--- src/rtl/vf_pkg.sv ---
package vf_pkg;

   typedef enum logic [1:0] {
      VF_IDLE  = 2'd0,
      VF_ISSUE = 2'd1,
      VF_AWAIT = 2'd2
   } vf_state_e;

endpackage

--- src/rtl/vf_sequencer.sv ---
module vf_sequencer #(
   parameter int LANES = 4,
   parameter int IDX_W = 2
) (
   input  logic             clk,
   input  logic             rst,
   input  logic             start_i,
   input  logic             valid_i,
   output logic             accept_o,
   output logic             issue_o,
   output logic             capture_o,
   output logic             last_o,
   output logic [IDX_W-1:0] lane_o
);
   import vf_pkg::*;

   localparam logic [IDX_W-1:0] LAST_LANE = IDX_W'(LANES - 1);

   vf_state_e        state_q;
   logic [IDX_W-1:0] lane_q;

   always_comb begin
      accept_o  = (state_q == VF_IDLE) && start_i;
      issue_o   = (state_q == VF_ISSUE);
      capture_o = (state_q == VF_AWAIT) && valid_i;
      last_o    = (lane_q == LAST_LANE);
      lane_o    = lane_q;
   end

   always_ff @(posedge clk) begin
      if (rst) begin
         state_q <= VF_IDLE;
         lane_q  <= '0;
      end else begin
         unique case (state_q)
            VF_IDLE: begin
               if (start_i) begin
                  state_q <= VF_ISSUE;
                  lane_q  <= '0;
               end
            end
            VF_ISSUE: begin
               state_q <= VF_AWAIT;
            end
            VF_AWAIT: begin
               if (valid_i) begin
                  if (lane_q == LAST_LANE) begin
                     state_q <= VF_IDLE;
                     lane_q  <= '0;
                  end else begin
                     state_q <= VF_ISSUE;
                     lane_q  <= lane_q + 1'b1;
                  end
               end
            end
            default: begin
               state_q <= VF_IDLE;
               lane_q  <= '0;
            end
         endcase
      end
   end

endmodule

--- src/rtl/vf_addr_gen.sv ---
module vf_addr_gen #(
   parameter int TYPE_W     = 8,
   parameter int ADDR_W     = 20,
   parameter int IDX_W      = 2,
   parameter int TABLE_BASE = 0
) (
   input  logic              clk,
   input  logic              rst,
   input  logic              load_i,
   input  logic [TYPE_W-1:0] type_i,
   input  logic [IDX_W-1:0]  lane_i,
   output logic [ADDR_W-1:0] addr_o
);

   logic [TYPE_W-1:0] type_q;

   always_ff @(posedge clk) begin
      if (rst) begin
         type_q <= '0;
      end else if (load_i) begin
         type_q <= type_i;
      end
   end

   generate
      if (TABLE_BASE == 0) begin : g_zero_base
         // Table at address 0: entry address is pure wiring, no adder.
         always_comb addr_o = ADDR_W'({type_q, lane_i});
      end else begin : g_offset_base
         localparam logic [ADDR_W-1:0] BASE_A = ADDR_W'(TABLE_BASE);
         always_comb addr_o = BASE_A + (ADDR_W'(type_q) << IDX_W) + ADDR_W'(lane_i);
      end
   endgenerate

endmodule

--- src/rtl/vf_entry_asm.sv ---
module vf_entry_asm #(
   parameter int BYTE_W     = 8,
   parameter int WORD_BYTES = 2,
   parameter int IDX_W      = 2,
   parameter bit LITTLE_END = 1'b1
) (
   input  logic                         clk,
   input  logic                         rst,
   input  logic                         capture_i,
   input  logic                         last_i,
   input  logic [IDX_W-1:0]             lane_i,
   input  logic [BYTE_W-1:0]            data_i,
   output logic [BYTE_W*WORD_BYTES-1:0] ip_o,
   output logic [BYTE_W*WORD_BYTES-1:0] cs_o,
   output logic                         done_o
);

   localparam int ENTRY_BYTES = 2 * WORD_BYTES;
   localparam int WORD_W      = BYTE_W * WORD_BYTES;

   logic [ENTRY_BYTES-1:0][BYTE_W-1:0] lane_q;
   logic [ENTRY_BYTES-1:0][BYTE_W-1:0] lane_d;
   logic [1:0][WORD_W-1:0]             word_d;
   logic [WORD_W-1:0]                  ip_q;
   logic [WORD_W-1:0]                  cs_q;
   logic                               done_q;

   // Merge the incoming byte into its lane so the final byte can be used
   // in the same cycle it arrives.
   generate
      for (genvar g = 0; g < ENTRY_BYTES; g++) begin : g_lane
         assign lane_d[g] = (capture_i && (lane_i == IDX_W'(g))) ? data_i : lane_q[g];
      end

      for (genvar w = 0; w < 2; w++) begin : g_word
         for (genvar b = 0; b < WORD_BYTES; b++) begin : g_byte
            if (LITTLE_END) begin : g_le
               assign word_d[w][b*BYTE_W +: BYTE_W] = lane_d[w*WORD_BYTES + b];
            end else begin : g_be
               assign word_d[w][b*BYTE_W +: BYTE_W] = lane_d[w*WORD_BYTES + WORD_BYTES-1-b];
            end
         end
      end
   endgenerate

   always_ff @(posedge clk) begin
      if (rst) begin
         lane_q <= '0;
         ip_q   <= '0;
         cs_q   <= '0;
         done_q <= 1'b0;
      end else begin
         lane_q <= lane_d;
         done_q <= capture_i && last_i;
         if (capture_i && last_i) begin
            ip_q <= word_d[0];
            cs_q <= word_d[1];
         end
      end
   end

   assign ip_o   = ip_q;
   assign cs_o   = cs_q;
   assign done_o = done_q;

endmodule

--- src/rtl/vf_vector_fetch.sv ---
module vf_vector_fetch #(
   parameter int TYPE_W     = 8,
   parameter int ADDR_W     = 20,
   parameter int BYTE_W     = 8,
   parameter int WORD_BYTES = 2,
   parameter int TABLE_BASE = 0,
   parameter bit LITTLE_END = 1'b1
) (
   input  logic                         clk,
   input  logic                         rst,
   input  logic                         start_i,
   input  logic [TYPE_W-1:0]            type_i,
   output logic [ADDR_W-1:0]            mem_addr_o,
   output logic                         mem_rd_o,
   input  logic [BYTE_W-1:0]            mem_data_i,
   input  logic                         mem_valid_i,
   output logic [BYTE_W*WORD_BYTES-1:0] ip_o,
   output logic [BYTE_W*WORD_BYTES-1:0] cs_o,
   output logic                         done_o
);

   localparam int ENTRY_BYTES = 2 * WORD_BYTES;
   localparam int IDX_W       = $clog2(ENTRY_BYTES);
   localparam int WORD_W      = BYTE_W * WORD_BYTES;

   generate
      if (WORD_BYTES < 1) begin : g_bad_word
         $error("vf_vector_fetch: WORD_BYTES must be at least 1");
      end
      if (ENTRY_BYTES != (1 << IDX_W)) begin : g_bad_stride
         $error("vf_vector_fetch: entry size must be a power of two");
      end
      if (ADDR_W < TYPE_W + IDX_W) begin : g_bad_addr
         $error("vf_vector_fetch: ADDR_W too narrow for the table");
      end
      if ((TABLE_BASE < 0) || ((TABLE_BASE % ENTRY_BYTES) != 0)) begin : g_bad_base
         $error("vf_vector_fetch: TABLE_BASE must be non-negative and entry aligned");
      end
   endgenerate

   logic             accept;
   logic             issue;
   logic             capture;
   logic             last;
   logic [IDX_W-1:0] lane;

   vf_sequencer #(
      .LANES (ENTRY_BYTES),
      .IDX_W (IDX_W)
   ) u_seq (
      .clk       (clk),
      .rst       (rst),
      .start_i   (start_i),
      .valid_i   (mem_valid_i),
      .accept_o  (accept),
      .issue_o   (issue),
      .capture_o (capture),
      .last_o    (last),
      .lane_o    (lane)
   );

   vf_addr_gen #(
      .TYPE_W     (TYPE_W),
      .ADDR_W     (ADDR_W),
      .IDX_W      (IDX_W),
      .TABLE_BASE (TABLE_BASE)
   ) u_addr (
      .clk    (clk),
      .rst    (rst),
      .load_i (accept),
      .type_i (type_i),
      .lane_i (lane),
      .addr_o (mem_addr_o)
   );

   vf_entry_asm #(
      .BYTE_W     (BYTE_W),
      .WORD_BYTES (WORD_BYTES),
      .IDX_W      (IDX_W),
      .LITTLE_END (LITTLE_END)
   ) u_asm (
      .clk       (clk),
      .rst       (rst),
      .capture_i (capture),
      .last_i    (last),
      .lane_i    (lane),
      .data_i    (mem_data_i),
      .ip_o      (ip_o),
      .cs_o      (cs_o),
      .done_o    (done_o)
   );

   assign mem_rd_o = issue;

endmodule

--- config.mk ---
export PLATFORM = sky130hd
export DESIGN_NAME = vf_vector_fetch
export DESIGN_NICKNAME = d
export VERILOG_FILES = /design/src/rtl/vf_pkg.sv /design/src/rtl/vf_sequencer.sv /design/src/rtl/vf_addr_gen.sv /design/src/rtl/vf_entry_asm.sv /design/src/rtl/vf_vector_fetch.sv
export SDC_FILE = /design/constraint.sdc
export NUM_CORES = 1
export LEC_CHECK = 0
export ABC_AREA = 1
export CORE_UTILIZATION = 45
export DETAILED_ROUTE_END_ITERATION = 6
export DONT_BUFFER_PORTS = 1
export GPL_TIMING_DRIVEN = 0
export HOLD_SLACK_MARGIN = 0.06
export PLACE_DENSITY = 0.73
export SYNTH_ARGS = -nofsm -noshare
export SYNTH_HDL_FRONTEND = slang
export SYNTH_SLANG_ARGS = --single-unit
--- constraint.sdc ---
create_clock -name clk -period 1.3 [get_ports clk]
set_input_delay 0.39 -clock clk [delete_from_list [all_inputs] [get_ports clk]]
set_output_delay 0.39 -clock clk [all_outputs]
set_load 0.005 [all_outputs]
* After elaboration in Yosys (flattened, before gate mapping) *
Index checks and enable logic that the tools add are counted.

operators by class
  $add $sub $neg = 1
  equal/unequal tests = 7
  muxes and demuxes = 12
  bitwise gates (word level) = 1
  reduce and logical (&&, ||, !) cells = 10

operator list
  cell                   number
  $mux W8                4
  $pmux W2 S3            2
  $mux W2                5
  $eq A2 B2 Y1 const B   3
  $logic_and A1 B1 Y1    6
  $eq A2 B1 Y1 const B   2
  $logic_not A2 Y1       2
  $ne A2 B2 Y1 const B   2
  $reduce_and A3 Y1      1
  $add A2 B1 Y2 const B  1
  $reduce_and A2 Y1      1
  $mux W1                1
  $not A1 Y1             1

word-level totals
  register bits after elaboration = 77
  input port bits = 20
  word-level logic and storage cells = 41

* Depth between registers and ports, before layout *
Gate-level depths: netlist (run 1).

  word-level depth = 4
  gate-level depth with buffers = 8
  gate-level depth less buffers = 7

* Modules after synthesis *
From an unflattened synthesis (run 1), not the netlist that was laid out.

second synthesis, totals
  cells, all modules = 452
  area total of the unflattened synthesis = 3313.2 um^2

modules (own cells, without submodules)
  module        times used  cells each  area an instance (um^2)  sequential area each (um^2)
  vf_entry_asm  1           352         2655.0                   1301.2
  vf_addr_gen   1           64          435.4                    160.2
  vf_sequencer  1           36          222.7                    80.1

* Least setup slack after synthesis (run 1) *
OpenSTA, ideal clock, no wires.

  path type = register to register
  start = reg u_seq.lane_q[0] (netlist: u_seq.lane_o[0])
  end = reg u_asm.ip_q[6] (netlist: u_asm.ip_o[6])
  data arrival time = 1.299 ns
  path slack = -0.108 ns
  cell stages (with the launch flop) = 9
  path buffers = 1
  clock period less this slack = 1.408 ns
  cell sequence = dfxtp_1 > inv_1 > ha_1 > clkbuf_1 > nand4_2 > nand2_1 > nand3_1 > nand2_1 > inv_1

between the ends
  longest elaborated chain between the ends = 3

ends and longest elaborated chain
  what                      RTL line            source
  start: declaration        vf_sequencer.sv:20  logic [IDX_W-1:0] lane_q;
  start signal: assignment  vf_sequencer.sv:52  lane_q <= lane_q + 1'b1;
  $logic_not A2 Y1          vf_entry_asm.sv:32  assign lane_d[g] = (capture_i && (lane_i == IDX_W'(g))) ? data_i : lane_q[g];
  $logic_and A1 B1 Y1       vf_entry_asm.sv:32
  $mux W8                   vf_entry_asm.sv:32
  end signal: assignment    vf_entry_asm.sv:56  ip_q <= word_d[0];
  end: declaration          vf_entry_asm.sv:24  logic [WORD_W-1:0] ip_q;

Parallel ways exist; a longest one is shown, timed or not.
A chain may end at the register's enable or synchronous reset.

* Worst setup path in the final report (run 1) *
  start = reg u_seq.lane_q[0] (netlist: u_seq.lane_o[0])
  end = reg u_asm.cs_q[5] (netlist: u_asm.cs_o[5])

between the ends
  longest elaborated chain between the ends = 3

ends and longest elaborated chain
  what                    RTL line            source
  $eq A2 B2 Y1            vf_entry_asm.sv:32
  $logic_and A1 B1 Y1     vf_entry_asm.sv:32
  $mux W8                 vf_entry_asm.sv:32
  end signal: assignment  vf_entry_asm.sv:57  cs_q <= word_d[1];
  end: declaration        vf_entry_asm.sv:25  logic [WORD_W-1:0] cs_q;

Parallel ways exist; a longest one is shown, timed or not.

==> key figures, run 1 <==
Yosys
  • Compound-Gate Fraction of Synth Area: approximately 11%
  • Most frequent cell after synthesis: nand2_1
  • Warnings from Yosys: 0
  • Multiplexer share of the synthesized area: 0%
  • Adder-Cell Fraction of Synth Area: roughly 1.7%
  • Syn Area/Cell: ~7.5 sq um
  • Number of enable flip-flop cells after synthesis: 0
  • Largest family of logic cells by synthesized area: simple AND/OR/NAND/NOR gates
  • Yosys reg bits: 69
  • Synth top area share: between 40% and 50%
  • Synth top area cells: dfxtp_1, a21oi_1, nand2_1
  • Commonest cells in the netlist: nand2_1, dfxtp_1, a21oi_1
  • XOR/XNOR Fraction of Synth Area: 0%
  • Area of the mapped netlist: a little under 3000 sq um
  • Simple-gate share of the synthesized area: around 25%
  • Asr flop ratio synth: 0%
  • Ys flop type: dfxtp_1
  • Synth cell types: 21
  • Mapped Cells: just under 400
  • Sequential-to-total area share from yosys stat: about 48%
  • Synth area leader: dfxtp_1

Timing
  • Slew Limit Fails: 0
  • Crit path time final: 1.39 ns
  • Fmax achieved: 721 MHz
  • Unrepaired setup endpoints after global routing: true
  • Setup ws final: -0.0869 ns
  • Worst-Margin Slew: approximately 0.54 ns
  • Headroom to the max-slew limit: between 60% and 70%
  • Setup Viol. Count Final: 36
  • Final Hold Fails: 0
  • Worst Clk Skew: approximately 0.0093 ns
  • Crit share post-route: 107%

Drt
  • Vias/cell: between 5 and 6
  • Routed wire length: 7440 microns
  • Drt first pass iters: 4
  • Post-DRT Antenna Nets: 0
  • Vias: 2652
  • DR WL/cell: between 10 and 15 microns
  • Drt initial violations: 252
  • # DRC: 0

Worst setup path
  • CP Data Required Time: about 1.6 ns
  • Crit end category: register
  • Critical path origin: u_seq.lane_o[0]
  • Crit Reg-Reg Startpoint: u_seq.lane_o[0]
  • Worst Path Arrival: 1.63 ns
  • Crit start category: register
  • Crit path max fanout: 8
  • Crit path kind: register to register
  • Slowest CP cell: dfxtp_4
  • Worst-path cell chain: inv_4, ha_4, clkbuf_8, nand4_4, nand2_2, nand3_2, nand2_1, inv_1
  • Worst path max stage delay: 0.38 ns

Floorplanning
  • Starting density of the core: 48.0%
  • Io pins: 74
  • Die extent in x: 82.4 microns
  • Die height: approximately 82 microns
  • Core area: approximately 6100 sq um
  • Die Area: roughly 6800 sq um
  • # rows: 28

Worst hold path
  • Worst Min Path Start: mem_data_i[0]
  • Worst Hold Class: primary input to register

Global routing
  • Vias in the first global route: 2427
  • First-pass GRT wire length: 11400 microns
  • Initial antenna violation count: 0
  • Gr ovfl total: 0
  • Largest net degree at the start of global routing: 12
  • GRT Overall Usage: between 20 and 25%

Clocking
  • Htree depth: 3
  • Clock Pin Slew Worst Setup and Hold Paths: roughly 0.070 ns
  • Clock root cell: clkbuf_8
  • CTS tree: yes
  • Worst-Skew Late Latency: roughly 0.35 ns
  • Clock sinks: between 60 and 70
  • Bufs on Longest Clock Path: 2
  • TritonCTS Buffers: 9

Status
  • Violated checks: setup timing
  • Status: complete, but fails checks

Placed design
  • IO Port Bufs: 0
  • RePlAce Congestion: 0.885
  • Post-DP HPWL: about 4600 microns

Layout
  • Share of cells above drive strength 1: 29.5%
  • Fillers: around 500
  • FF/Latch Area: roughly 1400 sq um
  • Final design utilization: 61.5%
  • # diodes: 0
  • Layout area overhead: 28.2%
  • Final nets: 449
  • Footprint of the multi-input gates: 1390 sq um

Pwr
  • Leak Pwr: 0.00151 uW
  • Total Power: around 4500 uW
  • Maximum VDD drop: 0.000877 V
  • Pwr/cell area: roughly 1200 nW/um^2

Flow run
  • Max_cap viols: 0
## critical path: cells and delay by family (launching register included)
kind,cells,cell delay [ns]
adder cells (fa/ha/maj),1,0.15
AND/OR/NAND/NOR,4,0.49
flip-flops,1,0.38
buffers and inverters,3,0.27
## stage by stage
step / area (sq um) / hold slack [ns] / TNS, ns / worst slack (ns) / instances
after floorplan: 2940 / 0.453 / 0 / 0.00324 / 394
after global placement: 3040 / 0.459 / -9.38 / -0.264 / 469
after detailed placement: 3040 / 0.464 / -11.19 / -0.286 / 469
after CTS: 3570 / 0.179 / -0.548 / -0.0424 / 499
after global routing: 3730 / 0.167 / -4.61 / -0.149 / 505
final: 3730 / 0.179 / -1.33 / -0.0869 / 505
## per-layer routing
layer,wire length [microns],part of all wire [%],vias up,track usage (%)
li1,-,-,1307,-
met1,2950,40,1228,25.6
met2,3720,50,101,40.3
met3,613,8.2,16,9.89
met4,152,2.0,0,7.19
met5,0,0,-,0
## cells by family after synthesis
group,after synthesis
AND/OR/NAND/NOR,153
buffers and inverters,92
flip-flops,69
AO/OA/AOI/OAI,66
adder cells (fa/ha/maj),4
other,1
## final timing paths
| kind | slack (ns) | cells after the start | to |
|---|---|---|---|
| worst min register to register | 0.47 | 2 | u_asm.lane_q[16] |
| worst max-delay path | -0.09 | 8 | u_asm.cs_o[5] |
| worst max register to register | -0.09 | 8 | u_asm.cs_o[5] |
| worst min-delay path | 0.18 | 2 | u_asm.cs_o[8] |
## where the power goes
group          switching (uW)  internal (uW)  total [uW]  leakage (uW)
registers                68.9           2170        2240      0.000561
clock network             774            933        1710     0.0000964
logic                     321            240         561      0.000853
## registers in the layout (all words and copies together), names as in the netlist
signal         flops
u_asm.done_o       1
u_asm.lane_q      24
u_seq.lane_o       2
u_addr.type_q      8
u_asm.cs_o        16
u_seq.state_q      2
u_asm.ip_o        16
## area by class of cell
| type | instances | share of cell area, % |
|---|---|---|
| inverters | 58 | 6.31 |
| multi-input cells | 233 | 37.3 |
| flip-flops and latches | 69 | 37.4 |
| clock inverters | 4 | 1.28 |
| plain buffers | 31 | 6.04 |
| clock buffers | 12 | 3.89 |
| repair buffers | 23 | 5.24 |
| well taps | 75 | 2.52 |
## cells in the final DEF (no fill, tap or decap), types with 2 or more instances in the layout
cell,count
buf_1,2
nand2_1,49
clkinv_2,2
inv_4,3
dfxtp_4,3
a21oi_1,52
inv_2,2
ha_4,4
buf_4,27
nand3_2,15
buf_6,11
o21ai_0,8
nand2_2,23
dfxtp_1,65
buf_2,5
clkbuf_1,7
nor2_1,20
nand3_1,11
clkbuf_4,2
inv_1,51
nand4_4,4
nand2_4,2
conb_1,10
a21oi_2,5
nand4_1,25
clkbuf_8,12
## repair_timing
item                                    4_1_cts  5_1_grt
cloned                                        5        2
pin swaps                                    12       19
endpoints found under the setup margin       57       65
hold buffers                                  0        0
gates resized for setup                      68       37
buffers inserted                             10        6
No activity file was read; power rests on OpenSTA's default activity.
==> run 2, diff against run 1 <==
Settings changed: CORE_UTILIZATION 45 to 35, PLACE_DENSITY 0.73 to 0.62.
==> run 2 against run 1 <==
  * Critical path type unchanged
  * Largest cell class is now multi-input gates
  * Die area grew 28%
  * Critical endpoint is now u_asm.ip_o[9]
  * Cell area grew 3.3%
  * Global-route usage shrank 5.1 points
  * Clock power shrank 12%
  * Sequential power is essentially flat
  * Register-to-register slack gained 0.04 ns
  * The run still ends with setup timing left
==> key figures, run 2 (synthesized netlist as in run 1, its figures left out) <==
Timing
  • Crit share post-route: 104% (-3.1 points)
  • Slew Limit Fails: 0 (unchanged)
  • Final TNS setup: -0.301 ns (+1.03 ns)
  • Setup ws final: -0.0466 ns (+0.0403 ns)
  • Worst Clk Skew: 0.0104 ns (+0.00104 ns)
  • Headroom to the max-slew limit: 60.1% (-3.6 points)
  • Final Hold Fails: 0 (unchanged)
  • Fmax achieved: 743 MHz (+3.0%)
  • Setup Viol. Count Final: 21 (-42%)
  • Worst-Margin Slew: 0.598 ns (+0.0542 ns)
  • Crit path time final: 1.35 ns (-0.0403 ns)
  • Unrepaired setup endpoints after global routing: true

Layout
  • Most common cell after layout, fill and taps aside: dfxtp_1
  • Largest register FFs: 24 (unchanged)
  • # diodes: 0 (unchanged)
  • Fillers: 751 (+50%)
  • Share of cells above drive strength 1: 32.5% (+2.9 points)
  • Layout area overhead: 32.5%
  • Largest reg by FF count: u_asm.lane_q
  • Most frequent cells in the layout: dfxtp_1, nand2_1, inv_1
  • Final nets: 450 (+0.22%)

Drt
  • Post-DRT Antenna Nets: 0 (unchanged)
  • Drt initial violations: 131 (-48%)
  • Drt first pass iters: 4 (unchanged)
  • DR WL/cell: 14.3 microns (-2.9%)
  • Vias: 2573 (-3.0%)
  • # DRC: 0 (unchanged)
  • Vias/cell: 4.83 (-8.1%)
  • Routed wire length: 7620 microns (+2.5%)

Global routing
  • GRT Overall Usage: 18.1% (-5.1 points)
  • Vias in the first global route: 2451 (+0.99%)
  • Initial antenna violation count: 0 (unchanged)
  • Largest net degree at the start of global routing: 12 (unchanged)
  • First-pass GRT wire length: 12100 microns (+5.8%)
  • Gr ovfl total: 0 (unchanged)

Floorplanning
  • Die Area: 8670 sq um (+28%)
  • Die height: 93.1 microns (+13%)
  • # rows: 32 (+14%)
  • Starting density of the core: 36.8% (-11 points)
  • Io pins: 74 (unchanged)
  • Die extent in x: 93.1 microns (+13%)
  • Core area: 7890 sq um (+30%)

Pwr
  • Gate power share: 13.0% (+0.6 points)
  • Clk pwr share: 35.0% (-2.8 points)
  • Sw Share: 27.1% (+1.3 points)
  • Total Power: 4330 uW (-4.1%)
  • Leak Pwr: 0.00153 uW (+1.2%)
  • Part of the power in registers: 51.9% (+2.2 points)
  • Maximum VDD drop: 0.000441 V (-50%)
  • P_sw: 1170 uW (+0.75%)
  • Internal: 3150 uW (-5.8%)
  • Pwr/cell area: 1120 nW/um^2 (-7.2%)

Worst hold path
  • Worst Hold Class: primary input to register

Clocking
  • Clock Pin Slew Worst Setup and Hold Paths: 0.07 ns (about the same)
  • CTS Hold Bufs: 0 (unchanged)
  • Htree depth: 3 (unchanged)
  • CTS tree: yes
  • Clock root cell: clkbuf_8
  • TritonCTS Buffers: 9 (unchanged)
  • Bufs on Longest Clock Path: 2 (unchanged)
  • Worst-Skew Late Latency: 0.35 ns (about the same)
  • Clock sinks: 69 (unchanged)

Placed design
  • RePlAce Congestion: 0.851 (-3.9%)
  • Post-DP HPWL: 4970 microns (+7.3%)
  • IO Port Bufs: 0 (unchanged)
  • Pre-CTS WS: -0.331 ns (-0.0446 ns)

Worst setup path
  • Crit path kind: register to register
  • CP Data Required Time: 1.60 ns (+0.05 ns)
  • Crit start category: register
  • Crit path max fanout: 10 (+2)
  • Worst Path Arrival: 1.64 ns (about the same)
  • Crit end category: register

Flow run
  • Max_cap viols: 0 (unchanged)

Status
  • Violated checks: setup timing
  • Status: complete, but fails checks
[run 2: cell types whose count changed in the layout (fill, tap and decap cells not counted), moves of 2 or more]
cell,delta
a21oi_1,-14
clkbuf_4,-2
nand3_2,-2
clkbuf_8,-2
buf_6,-7
buf_2,-2
buf_4,+6
nand3_1,+2
a21oi_2,+13
buf_8,+5
inv_6,+2
[run 2: cell type report]
| type | count | area, sq um | area share, % |
|---|---|---|---|
| Multi-Input combinational cell | 233 | 1430 | 37.2 |
| Sequential cell | 69 | 1400 | 36.3 |
| Buffer | 31 | 256 | 6.66 |
| Inverter | 58 | 243 | 6.30 |
| Timing Repair Buffer | 24 | 225 | 5.85 |
| Clock buffer | 12 | 145 | 3.77 |
| Tap cell | 102 | 128 | 3.31 |
| Clock inverter | 4 | 23.8 | 0.617 |
[run 2: final timing paths]
check                                 startpoint                to  slack, ns  depth (start not counted)
worst max-delay path             u_seq.lane_o[0]     u_asm.ip_o[9]      -0.05                          7
worst min-delay path               mem_data_i[2]    u_asm.cs_o[10]       0.18                          2
worst max register to register   u_seq.lane_o[0]     u_asm.ip_o[9]      -0.05                          7
worst min register to register  u_asm.lane_q[23]  u_asm.lane_q[23]       0.47                          2
[run 2: metal layers]
layer	wire, microns	global-route usage [%]	up-vias
met5	0	0	-
met4	86	9.36	0
met3	523	5.45	8
met2	3720	28.9	74
met1	3280	22.0	1188
li1	-	-	1303
[run 2: repair_timing]
action,4_1_cts,5_1_grt
buffers inserted,18,4
resized for setup,82,42
pin swaps,14,18
setup endpoints to repair,65,63
gates cloned,2,1
[run 2: power groups by stage]
| stage | Sequential, uW | Combinational, uW | Clock (uW) |
|---|---|---|---|
| 6_report | 2250 | 564 | 1510 |
| 4_1_cts | 2240 | 547 | 1580 |
| 3_5_place_dp | 2260 | 373 | 0 |
| 5_1_grt | 2250 | 625 | 1670 |
| 2_1_floorplan | 2250 | 300 | 0 |
| 3_3_place_gp | 2260 | 365 | 0 |
[run 2: worst max-delay path, cell delays in order (launching register included)]
cell and delay (ns):
dfxtp_4 0.42, ha_4 0.17, nand4_4 0.14, buf_6 0.16, buf_12 0.14, a21oi_1 0.14, nand2_1 0.08, inv_1 0.05
[run 2: through the flow]
stage	hold slack (ns)	std cells	util, %	cell area [sq um]
6_report	0.180	533	48.8	3850
5_1_grt	0.163	533	48.8	3850
4_1_cts	0.165	532	47.0	3700
3_5_place_dp	0.464	496	38.9	3070
3_3_place_gp	0.459	496	38.9	3070
2_1_floorplan	0.453	394	-	2940
